`src/rtl/pwm_cond_pkg.sv`:
```
package pwm_cond_pkg;

    typedef enum logic [1:0] {
        UPD_NOW     = 2'd0,
        UPD_LOCAL   = 2'd1,
        UPD_GLOBAL  = 2'd2,
        UPD_NOW_ALT = 2'd3
    } upd_mode_e;

    typedef struct packed {
        logic raw;
        logic en;
        logic fault;
        logic f_act;
        logic f_val;
        logic inv;
    } chan_cond_t;

    function automatic logic is_immediate(upd_mode_e m);
        return (m == UPD_NOW) || (m == UPD_NOW_ALT);
    endfunction

    // gate -> fault override -> inversion
    function automatic logic cond_level(chan_cond_t c);
        logic v;
        v = c.raw & c.en;
        if (c.fault && c.f_act)
            v = c.f_val;
        return v ^ c.inv;
    endfunction

endpackage

```
`src/rtl/pwm_en_chan.sv`:
```
module pwm_en_chan
    import pwm_cond_pkg::*;
(
    input  logic       clk,
    input  logic       rst,
    input  logic       wr,
    input  logic       wdata,
    input  logic [1:0] mode,
    input  logic       local_sync,
    input  logic       global_sync,
    output logic       act_en
);

    logic      shadow;
    logic      pend;
    upd_mode_e mode_e;
    logic      imm;
    logic      sync_hit;
    logic      cand;
    logic      have;

    always_comb begin
        mode_e   = upd_mode_e'(mode);
        imm      = is_immediate(mode_e);
        sync_hit = ((mode_e == UPD_LOCAL)  && local_sync) ||
                   ((mode_e == UPD_GLOBAL) && global_sync);
        cand     = wr ? wdata : shadow;
        have     = wr || pend;
    end

    always_ff @(posedge clk) begin
        if (rst) begin
            act_en <= 1'b0;
            shadow <= 1'b0;
            pend   <= 1'b0;
        end else if (wr && imm) begin
            act_en <= wdata;
            shadow <= wdata;
            pend   <= 1'b0;
        end else if (have && sync_hit) begin
            act_en <= cand;
            shadow <= cand;
            pend   <= 1'b0;
        end else if (wr) begin
            shadow <= wdata;
            pend   <= 1'b1;
        end
    end

endmodule

```
`src/rtl/pwm_fault_gate.sv`:
```
module pwm_fault_gate
    import pwm_cond_pkg::*;
(
    input  chan_cond_t cond,
    output logic       level
);

    always_comb level = cond_level(cond);

endmodule

```
`src/rtl/pwm_pin_reg.sv`:
```
module pwm_pin_reg #(
    parameter int WIDTH = 8
) (
    input  logic             clk,
    input  logic             rst,
    input  logic [WIDTH-1:0] d,
    output logic [WIDTH-1:0] q
);

    always_ff @(posedge clk) begin
        if (rst) q <= '0;
        else     q <= d;
    end

endmodule

```
`src/rtl/pwm_out_cond.sv`:
```
module pwm_out_cond
    import pwm_cond_pkg::*;
#(
    parameter  int NUM_CH  = 8,
    localparam int NUM_GEN = (NUM_CH + 1) / 2
) (
    input  logic                  clk,
    input  logic                  rst,
    input  logic [NUM_CH-1:0]     pwm_raw,
    input  logic [NUM_GEN-1:0]    gen_fault,
    input  logic [NUM_GEN-1:0]    local_sync,
    input  logic                  global_sync,
    input  logic                  en_wr,
    input  logic [NUM_CH-1:0]     en_wdata,
    input  logic [2*NUM_CH-1:0]   upd_mode,
    input  logic [NUM_CH-1:0]     fault_act,
    input  logic [NUM_CH-1:0]     fault_val,
    input  logic [NUM_CH-1:0]     invert,
    output logic [NUM_CH-1:0]     pin_out
);

    logic [NUM_CH-1:0] act_en;
    logic [NUM_CH-1:0] next_pin;

    for (genvar i = 0; i < NUM_CH; i++) begin : g_ch
        localparam int GEN = i / 2;
        chan_cond_t cond;

        pwm_en_chan u_en (
            .clk         (clk),
            .rst         (rst),
            .wr          (en_wr),
            .wdata       (en_wdata[i]),
            .mode        (upd_mode[2*i +: 2]),
            .local_sync  (local_sync[GEN]),
            .global_sync (global_sync),
            .act_en      (act_en[i])
        );

        always_comb begin
            cond.raw   = pwm_raw[i];
            cond.en    = act_en[i];
            cond.fault = gen_fault[GEN];
            cond.f_act = fault_act[i];
            cond.f_val = fault_val[i];
            cond.inv   = invert[i];
        end

        pwm_fault_gate u_gate (
            .cond  (cond),
            .level (next_pin[i])
        );
    end

    pwm_pin_reg #(.WIDTH(NUM_CH)) u_pins (
        .clk (clk),
        .rst (rst),
        .d   (next_pin),
        .q   (pin_out)
    );

endmodule

```
`config.mk`:
```
export PLATFORM = sky130hd
export DESIGN_NAME = pwm_out_cond
export DESIGN_NICKNAME = d
export VERILOG_FILES = /design/src/rtl/pwm_cond_pkg.sv /design/src/rtl/pwm_en_chan.sv /design/src/rtl/pwm_fault_gate.sv /design/src/rtl/pwm_pin_reg.sv /design/src/rtl/pwm_out_cond.sv
export SDC_FILE = /design/constraint.sdc
export NUM_CORES = 1
export LEC_CHECK = 0
export ABC_AREA = 1
export ABC_CLOCK_PERIOD_IN_PS = 2050
export BUFFER_PORTS_ARGS = -buffer_cell sky130_fd_sc_hd__buf_2
export CAP_MARGIN = 30
export CORE_UTILIZATION = 26
export DETAILED_ROUTE_END_ITERATION = 16
export HOLD_SLACK_MARGIN = 0.08
export PLACE_DENSITY_LB_ADDON = 0.25
export SLEW_MARGIN = 20
export SYNTH_ARGS = -nofsm -noshare
export SYNTH_HDL_FRONTEND = slang
export SYNTH_SLANG_ARGS = --single-unit
```
`constraint.sdc`:
```
create_clock -name clk -period 2.05 [get_ports clk]
set_input_delay 0.41 -clock clk [delete_from_list [all_inputs] [get_ports clk]]
set_output_delay 0.41 -clock clk [all_outputs]
set_load 0.01 [all_outputs]
```
==> out/qor.yml, run 1 <==
clk_path_buf_depth: 2
clock_skew_ns: 0.004036
slew_headroom: 0.6924
muxShareOfSynthArea: 0
hold_path.class: "primary input to register"
cp_slowest_cell: "buf_2"
layout-drive-gt1-share: 0.2657
ys_seq_area_frac: 0.3536
status: "complete, no violations"
utilization: 0.3502
synth_top_family_by_area: "simple AND/OR/NAND/NOR gates"
cts_num_sinks: 32
drc: 0
ant_nets: 0
place.gp.congestion: 0.6929
cts_hold_buf: 0
drv_slew: 0
cts_tree: "done"
powerDensity_mw_per_mm2: 675.6
drt_iter0_drc: 53
post-place-ws_ns: 0.4985
critPathKind: "primary input to register"
fin_setup_tns_ns: 0
grt-ovfl-total: 0
final_cell_area_sq_mm: 0.002366
io_pins: 76
n_antenna_cell: 0
grt_max_degree: 26
final-setup-viol-count: 0
place_hpwl_um: 3100
path_clk_slew_ns: 0.07
crit_arrival_ns: 1.45
ys_types: 16
slowest_delay_ns: 0.38
period_needed_ns: 1.229
clockRootBuffer: "clkbuf_8"
layout.nets: 433
startpoint_type: "primary input"
cp_max_fo: 25
antenna_found_initial: 0
synth_cells: 272
irDropWorstVdd_v: 0.0002426
ys_warn_count: 0
vias_per_cell: 4.233
syn_avg_cell_area_sq_um: 6.661
synth.net_count: 356
wirelength_um: 4003
synth-simple-area-share: 0.3992
worst_pin_slew_ns: 0.4614
synthToLayoutAreaGrowth_pct: 30.59
cap_violations: 0
synthXorXnorAreaFrac: 0
die_w_um: 85.48
hold_violations: 0
std_cell_rows: 30
fin_ws_ns: 0.8210
io_buffers: 75
final_cell_mix: "94 x nand2_1, 75 x buf_2, 34 x inv_1"
maxClockFrequency_mhz: 813.7
rsz0062_at_grt: "no"
htree_num_levels: 2
die_h_um: 85.48
ctsResizeCount: 0
synth_compound_area_frac: 0.04420
cts_setup_buffers: 0
fp.coreArea_sq_mm: 0.006756
synth-adder-area-share: 0.1105
grt_first_pass_wirelength_um: 6796
ys_ff_latch: 32
numCtsBuffers: 5
holdWs_ns: 0.3638
start_util: 0.2681
crit_path_end_kind: "register"
netlist_area_sq_mm: 0.001812
fin_crit_sh: 0.5995
grt_pass1_vias: 1616
fillers: 729
die-area_sq_mm: 0.007306
final_common_cell: "nand2_1"
drt_first_pass_iters: 4
place_area_sq_mm: 0.002255
cp_common_cell: "nand2_1"
required_ns: 2.27
insertion_delay_ns: 0.28
track_usage: 0.1190
crit_chain: "buf_2 -> inv_1 -> nand2_1 -> nand2_1 -> nand3_1 -> nand2_1 -> nor2_1"
wl_per_cell_um: 9.309
p_leak_nw: 1.341
vias: 1820
[cell families (layout without fill, tap and decap cells)]
group,after synthesis,after routing
AOI/OAI and AO/OA,16,16
and+or+nand+nor,168,168
adders and majority gates,16,16
DFF,32,32
buffers and inverters,40,118
[Yosys cell counts]
cell	number	area, sq um
nand2_1	94	352.8
inv_1	34	127.6
ha_1	16	200.2
or2_1	1	6.260
buf_2	2	10.01
a21oi_1	16	80.08
nand3_1	24	120.1
buf_4	2	15.01
nand3b_1	8	60.06
dfxtp_1	32	640.6
or2_2	4	25.02
buf_6	1	11.26
nor2_1	32	120.1
or2_4	3	26.28
nand2_2	2	12.51
buf_1	1	3.750
[cell type report]
type	instances	area, sq um	share of cell area
clock buffers	5	68.82	0.02909
flip-flops and latches	32	640.6	0.2708
well taps	80	100.1	0.04231
clock inverters	3	42.54	0.01798
repair buffers	76	382.9	0.1618
multi-input cells	200	1003	0.4241
inverters	34	127.6	0.05394
[per-stage QoR]
step	total power, mW	std cells
floorplan	0.8936	272
global placement	1.012	422
detailed placement	1.018	422
CTS	1.630	430
global route	1.711	430
finish	1.598	430
[state kept, by name, indices dropped and copies added (netlist names)]
name / count
g_ch.u_en.shadow: 8
u_pins.q: 8
g_ch.u_en.act_en: 8
g_ch.u_en.pend: 8
[worst max-delay path: cells and delay by family]
family,cells,cell delay [ns]
buf+inv,2,0.64
simple gates,5,0.40
[worst paths after layout]
check | from | end | cells after the start | slack (ns)
worst max-delay path | en_wr | g_ch[5].u_en.act_en | 7 | 0.82
worst min-delay path | invert[4] | u_pins.q[4] | 3 | 0.36
worst max register to register | g_ch[7].u_en.pend | g_ch[7].u_en.act_en | 3 | 1.14
worst min register to register | g_ch[1].u_en.act_en | g_ch[1].u_en.act_en | 2 | 0.49
[per-layer routing]
layer  track usage  vias to the layer above  share of wire
li1              -                      993              -
met1        0.1490                      772           0.48
met2        0.1942                       47           0.44
met3       0.03016                        8          0.057
met4       0.05000                        0          0.015
met5             0                        -              0
[power breakdown]
part / leakage, nW / internal [mW] / total, mW / switching, mW
clock network: 0.0541 / 0.359 / 0.601 / 0.241
registers: 0.266 / 0.673 / 0.691 / 0.0177
logic: 1.02 / 0.141 / 0.307 / 0.166
total: 1.34 / 1.17 / 1.60 / 0.425
Power figures use the tool's default switching activity.
==> inputs of run 2 (changes only) <==
ABC_AREA = 0   (was 1)
ABC_CLOCK_PERIOD_IN_PS = 1300   (was 2050)
clock period = 1.3 ns   (was 2.05 ns; I/O delays follow)
==> run 2 against run 1 <==
The run now ends with design-rule violations left; synthesized cell count shrank 26%; non-clock buffer count up 15; design area grew 2.6%; via count is 7.2% lower; largest power group unchanged; highest routed layer unchanged.
==> out/qor.yml, run 2 <==
layout-drive-gt1-share: 0.3390  # +0.07333
yosysTopAreaCell: "dfxtp_1"
required_ns: 1.51  # -0.76 ns
hold_path.class: "primary input to register"
hold_depth: 3  # unchanged
cts_tree: "done"
synth.net_count: 286  # -20%
status: "complete, but fails checks"
rsz0062_at_grt: "no"
rr_worst_depth: 3  # unchanged
intPower_mw: 1.976  # +68%
layout.nets: 375  # -13%
clockPowerShare: 0.404  # +0.028
synth_flop_cell: "dfxtp_1"
syn_avg_cell_area_sq_um: 8.641  # +30%
synthXorXnorAreaFrac: 0.04014  # +0.04014
dp.cells: 360  # -15%
maxClockFrequency_mhz: 831.9
worst_pin_slew_ns: 0.3965  # -0.06489 ns
final_cell_mix: "75 x buf_2, 32 x dfxtp_1, 18 x nor2_1"
irDropWorstVdd_v: 0.0005500  # +130%
p_seq_frac: 0.414  # -0.018
hold_violations: 0  # unchanged
wirelength_um: 3954  # -1.2%
vias: 1689  # -7.2%
insertion_delay_ns: 0.28  # about the same
switching_share: 0.2395  # -0.02628
ys_seq_area_frac: 0.3670  # +0.01343
crit_path_end_kind: "register"
netlist_area_sq_mm: 0.001745  # -3.7%
cts_setup_buffers: 0  # unchanged
numCtsBuffers: 5  # unchanged
fin_ws_ns: 0.09799  # -0.7230 ns
p_leak_nw: 1.189  # -11%
grt-ovfl-total: 0  # unchanged
grt_first_pass_wirelength_um: 6989  # +2.8%
drv_slew: 0  # unchanged
total_power_mw: 2.598  # +63%
fin_crit_sh: 0.9246
ctsResizeCount: 0  # unchanged
wl_per_cell_um: 10.72  # +15%
holdWs_ns: 0.2185  # -0.1453 ns
whs_endpoint: "u_pins.q[4]"
clockRootBuffer: "clkbuf_8"
drt_iter0_drc: 63  # +19%
io_pins: 76  # unchanged
post-place-ws_ns: -0.2130  # -0.7115 ns
synth_cells: 202  # -26%
r2r_setup_slack_ns: 0.45  # -0.69 ns
final-setup-viol-count: 0  # unchanged
synthToLayoutAreaGrowth_pct: 39.14
cp_max_fo: 3  # -88%
synth_area_leaders: "dfxtp_1 37%, ha_1 11%, a21oi_1 4.6%"
cts_num_sinks: 32  # unchanged
synth-edff-count: 0  # unchanged
die_w_um: 83.94  # -1.8%
drt_first_pass_iters: 10  # +6
antenna_found_initial: 0  # unchanged
ys_types: 27  # +11
die_h_um: 83.94  # -1.8%
fillers: 681  # -6.6%
ant_nets: 0  # unchanged
period_needed_ns: 1.202
synth_top_family_by_area: "compound AO/OA/AOI/OAI gates"
synthArstFlopShare: 0  # unchanged
die-area_sq_mm: 0.007045  # -3.6%
crit_arrival_ns: 1.41  # -0.04 ns
track_usage: 0.1230  # +0.004020
cap_violations: 0  # unchanged
pwr-share-comb: 0.182  # -0.010
yosysTopAreaCellShare: 0.3670  # +0.01343
grt_max_degree: 23  # -12%
synth-adder-area-share: 0.1147  # +0.004198
place.gp.congestion: 0.7403  # +6.8%
final_cell_area_sq_mm: 0.002429  # +2.6%
r2r_start: "g_ch[0].u_en.shadow"
r2r-end: "g_ch[0].u_en.act_en"
critPathKind: "primary input to register"
drc: 4  # +4
grt_pass1_vias: 1676  # +3.7%
min-delay-start: "invert[4]"
cts_hold_buf: 0  # unchanged
startpoint_type: "primary input"
htree_num_levels: 2  # unchanged
powerDensity_mw_per_mm2: 1070  # +58%
n_antenna_cell: 0  # unchanged
place_hpwl_um: 3142  # +1.4%
slew_headroom: 0.7357  # +0.04326
clk_path_buf_depth: 2  # unchanged
ys_ff_latch: 32  # unchanged
std_cell_rows: 29  # -3.3%
synth_commonest_cells: "32 x dfxtp_1, 18 x nor2_1, 17 x inv_1, 16 x a21oi_1, 16 x ha_1"
path_clk_slew_ns: 0.07  # about the same
place_area_sq_mm: 0.002295  # +1.8%
final_common_cell: "buf_2"
vias_per_cell: 4.577  # +8.1%
fp.coreArea_sq_mm: 0.006422  # -4.9%
muxShareOfSynthArea: 0  # unchanged
synth-simple-area-share: 0.2029  # -0.1963
ys_warn_count: 0  # unchanged
violations: "design-rule violations"
clock_skew_ns: 0.004950  # +0.0009146 ns
io_buffers: 75  # unchanged
synth_compound_area_frac: 0.2043  # +0.1601
p_switching_mw: 0.6221  # +46%
synth.most_common_cell: "dfxtp_1"
fin_cells: 369  # -14%
start_util: 0.2718  # +0.003623
-- run 2: cell count changes in the layout (fill, tap and decap cells not counted), sizes merged, moves of 14 or more --
cell	change
nand3	-21
nand2	-81
buf	+15
inv	-17
nor2	-14
-- run 2: power groups by stage --
stage | registers (mW) | logic, mW | clock network, mW
after CTS | 1.08 | 0.473 | 1.09
final | 1.08 | 0.472 | 1.05
after floorplan | 1.10 | 0.238 | 0
after detailed placement | 1.10 | 0.471 | 0
after global placement | 1.10 | 0.465 | 0
after global routing | 1.08 | 0.538 | 1.13
-- run 2: metrics by stage --
step           setup TNS [ns]  utilization
2_1_floorplan               0            -
3_3_place_gp           -1.633       0.3573
3_5_place_dp           -1.816       0.3573
4_1_cts                     0       0.3770
5_1_grt                     0       0.3781
6_report                    0       0.3781
-- run 2: worst max path at each step --
stage                     cells past startpoint    startpoint                   to  slack [ns]
after floorplan                               5   upd_mode[4]  g_ch[2].u_en.act_en        0.02
after global placement                        6   upd_mode[4]  g_ch[2].u_en.act_en       -0.18
after CTS                                     6   upd_mode[4]  g_ch[2].u_en.act_en        0.06
after global routing                          6  upd_mode[14]  g_ch[7].u_en.act_en        0.02
after detailed placement                      6   upd_mode[4]  g_ch[2].u_en.act_en       -0.21
final                                         6  upd_mode[14]  g_ch[7].u_en.act_en         0.1
-- run 2: cell type report --
class	instances	area, sq um	area share
clock buffers	7	96.34	0.03967
clock inverters	1	30.03	0.01236
inverters	17	63.81	0.02628
multi-input cells	144	980.9	0.4039
flip-flops and latches	32	640.6	0.2638
well taps	77	96.34	0.03967
repair buffers	91	520.5	0.2143
-- run 2: critical path, stage by stage --
cell      delay (ns)
buf_2           0.08
inv_1           0.04
ha_1            0.28
a222oi_1        0.43
o21ai_0         0.16
a21oi_1         0.16
-- run 2: logic make-up (layout without fill, tap and decap cells) --
family	count (synthesis)	after routing
flip-flops	32	32
AND/OR/NAND/NOR	68	68
AO/OA/AOI/OAI	52	52
buffers and inverters	26	116
XOR/XNOR	8	8
adder cells (fa/ha/maj)	16	16
-- run 2: routing by layer --
metal / vias up / track usage / part of all wire
met1: 741 / 0.1570 / 0.50
li1: 894 / - / -
met4: 0 / 0.04232 / 0.011
met2: 50 / 0.2004 / 0.44
met5: - / 0 / 0
met3: 4 / 0.03165 / 0.049
==> inputs of run 3 (changes only) <==
ABC_CLOCK_PERIOD_IN_PS = 1400   (was 1300)
MAX_ROUTING_LAYER = met4   (was not set)
clock period = 1.4 ns   (was 1.3 ns; I/O delays follow)
==> run 3 against run 2 <==
The run still ends with design-rule violations left; combinational power shrank 8.7%; count of clock-buffer cells in the layout down 1; setup slack better by 0.057 ns; critical path depth unchanged; register-to-register slack better by 0.06 ns; clock power down 37%.
==> out/qor.yml, run 3 (synthesis results as in run 2) <==
status: "complete, but fails checks"
violations: "design-rule violations"
io_buffers: 75  # unchanged
cts_hold_buf: 0  # unchanged
cts_tree: "done"
p_seq_frac: 0.477  # +0.063
io_pins: 76  # unchanged
vias_per_cell: 4.690  # +2.5%
layout-drive-gt1-share: 0.3264  # -0.01265
cp_slowest_cell: "a222oi_1"
insertion_delay_ns: 0.27  # about the same
fin_setup_tns_ns: 0  # unchanged
antenna_found_initial: 0  # unchanged
crit_arrival_ns: 1.46  # +0.05 ns
irDropWorstVdd_v: 0.0004489  # -18%
die_w_um: 83.94  # unchanged
top_usage_layer: "met2"
rsz0062_at_grt: "no"
cts_setup_buffers: 0  # unchanged
cap_violations: 0  # unchanged
wirelength_um: 4065  # +2.8%
grt_pass1_vias: 1630  # -2.7%
ant_nets: 0  # unchanged
final_common_cell: "buf_2"
std_cell_rows: 29  # unchanged
final-setup-viol-count: 0  # unchanged
place.gp.congestion: 0.7677  # +3.7%
crit_chain: "buf_2 -> inv_1 -> ha_1 -> a222oi_1 -> o21ai_0 -> a21oi_1"
cp_max_fo: 3  # unchanged
start_util: 0.2718  # unchanged
clockPowerShare: 0.318  # -0.086
powerDensity_mw_per_mm2: 893.6  # -16%
post-place-ws_ns: -0.1545  # +0.05854 ns
wl_per_cell_um: 11.14  # +3.9%
crit_path_end_kind: "register"
grt_first_pass_wirelength_um: 6941  # -0.69%
clock_skew_ns: 0.002923  # -0.002027 ns
track_usage: 0.1266  # +0.003604
drt_iter0_drc: 78  # +24%
dp.cells: 357  # -0.83%
n_antenna_cell: 0  # unchanged
worst_pin_slew_ns: 0.4106  # +0.01407 ns
clockRootBuffer: "clkbuf_8"
slowest_delay_ns: 0.44  # about the same
grt_max_degree: 24  # +4.3%
startpoint_type: "primary input"
grt_use_met2: 0.1960  # -0.004471
required_ns: 1.61  # +0.10 ns
synthToLayoutAreaGrowth_pct: 34.34
layout.nets: 372  # -0.80%
drc: 4  # unchanged
hold_path.class: "primary input to register"
fp.coreArea_sq_mm: 0.006422  # unchanged
p_leak_nw: 1.146  # -3.6%
maxClockFrequency_mhz: 803.2
die-area_sq_mm: 0.007045  # unchanged
place_hpwl_um: 3204  # +2.0%
pwr-share-comb: 0.206  # +0.024
min-delay-start: "invert[4]"
critPathKind: "primary input to register"
holdWs_ns: 0.2464  # +0.02791 ns
cts_num_sinks: 32  # unchanged
final_cell_area_sq_mm: 0.002345  # -3.5%
crit_family: "compound AO/OA/AOI/OAI gates"
gr-usage-met1: 0.1580  # +0.0009855
grt-ovfl-total: 0  # unchanged
final_cell_mix: "75 x buf_2, 32 x dfxtp_1, 18 x nor2_1"
vias: 1712  # +1.4%
path_clk_slew_ns: 0.07  # about the same
clk_path_buf_depth: 2  # unchanged
intPower_mw: 1.536  # -22%
place_area_sq_mm: 0.002260  # -1.5%
total_power_mw: 2.095  # -19%
htree_num_levels: 2  # unchanged
fillers: 664  # -2.5%
die_h_um: 83.94  # unchanged
fin_crit_sh: 0.8893
r2r_start: "g_ch[1].u_en.shadow"
crit_path_start: "upd_mode[14]"
period_needed_ns: 1.245
r2r_setup_slack_ns: 0.51  # +0.06 ns
drt_first_pass_iters: 10  # unchanged
numCtsBuffers: 5  # unchanged
ctsResizeCount: 0  # unchanged
p_switching_mw: 0.5591  # -10%
switching_share: 0.2668  # +0.02735
hold_violations: 0  # unchanged
utilization: 0.3651  # -0.01305
crit_buf_inv: 2  # unchanged
fin_cells: 365  # -1.1%
drv_slew: 0  # unchanged
fin_ws_ns: 0.1550  # +0.05701 ns
grt_util_met3: 0.03165  # unchanged
slew_headroom: 0.7263  # -0.009379
## run 3: cell types whose count changed in the layout (fill, tap and decap cells not counted)
cell	previous run	this run
buf_4	14	12
clkbuf_8	7	5
buf_12	2	1
bufinv_16	1	0
clkbuf_1	0	1
clkinv_2	0	1
## run 3: power by group through the flow
stage	clock network, mW	logic [mW]	registers (mW)
floorplan	0	0.221	1.02
global placement	0	0.420	1.02
detailed placement	0	0.429	1.02
CTS	0.698	0.432	1.00
global route	0.739	0.493	1.01
finish	0.665	0.431	0.999
## run 3: path summary, 6_finish.rpt
kind,to,cells after the start
max reg2reg,g_ch[1].u_en.act_en,3
min reg2reg,g_ch[7].u_en.shadow,2
max,g_ch[7].u_en.act_en,6
min,u_pins.q[4],3
## run 3: worst min-delay path, cell delays in order
cell,delay [ns]
buf_2,0.08
xor2_1,0.05
nor2_1,0.07
## run 3: cell type report
type	count	area [sq um]	share of cell area
repair buffers	88	485.5	0.2070
well taps	77	96.34	0.04109
clock buffers	6	72.57	0.03095
inverters	17	63.81	0.02721
clock inverters	1	5.005	0.002134
multi-input cells	144	980.9	0.4184
flip-flops and latches	32	640.6	0.2732
## run 3: metal layers
metal,up-vias,wire (um),part of all wire
met2,56,1794,0.44
met3,7,239,0.059
met5,-,0,0
li1,893,-,-
met4,0,58,0.014
met1,756,1973,0.49
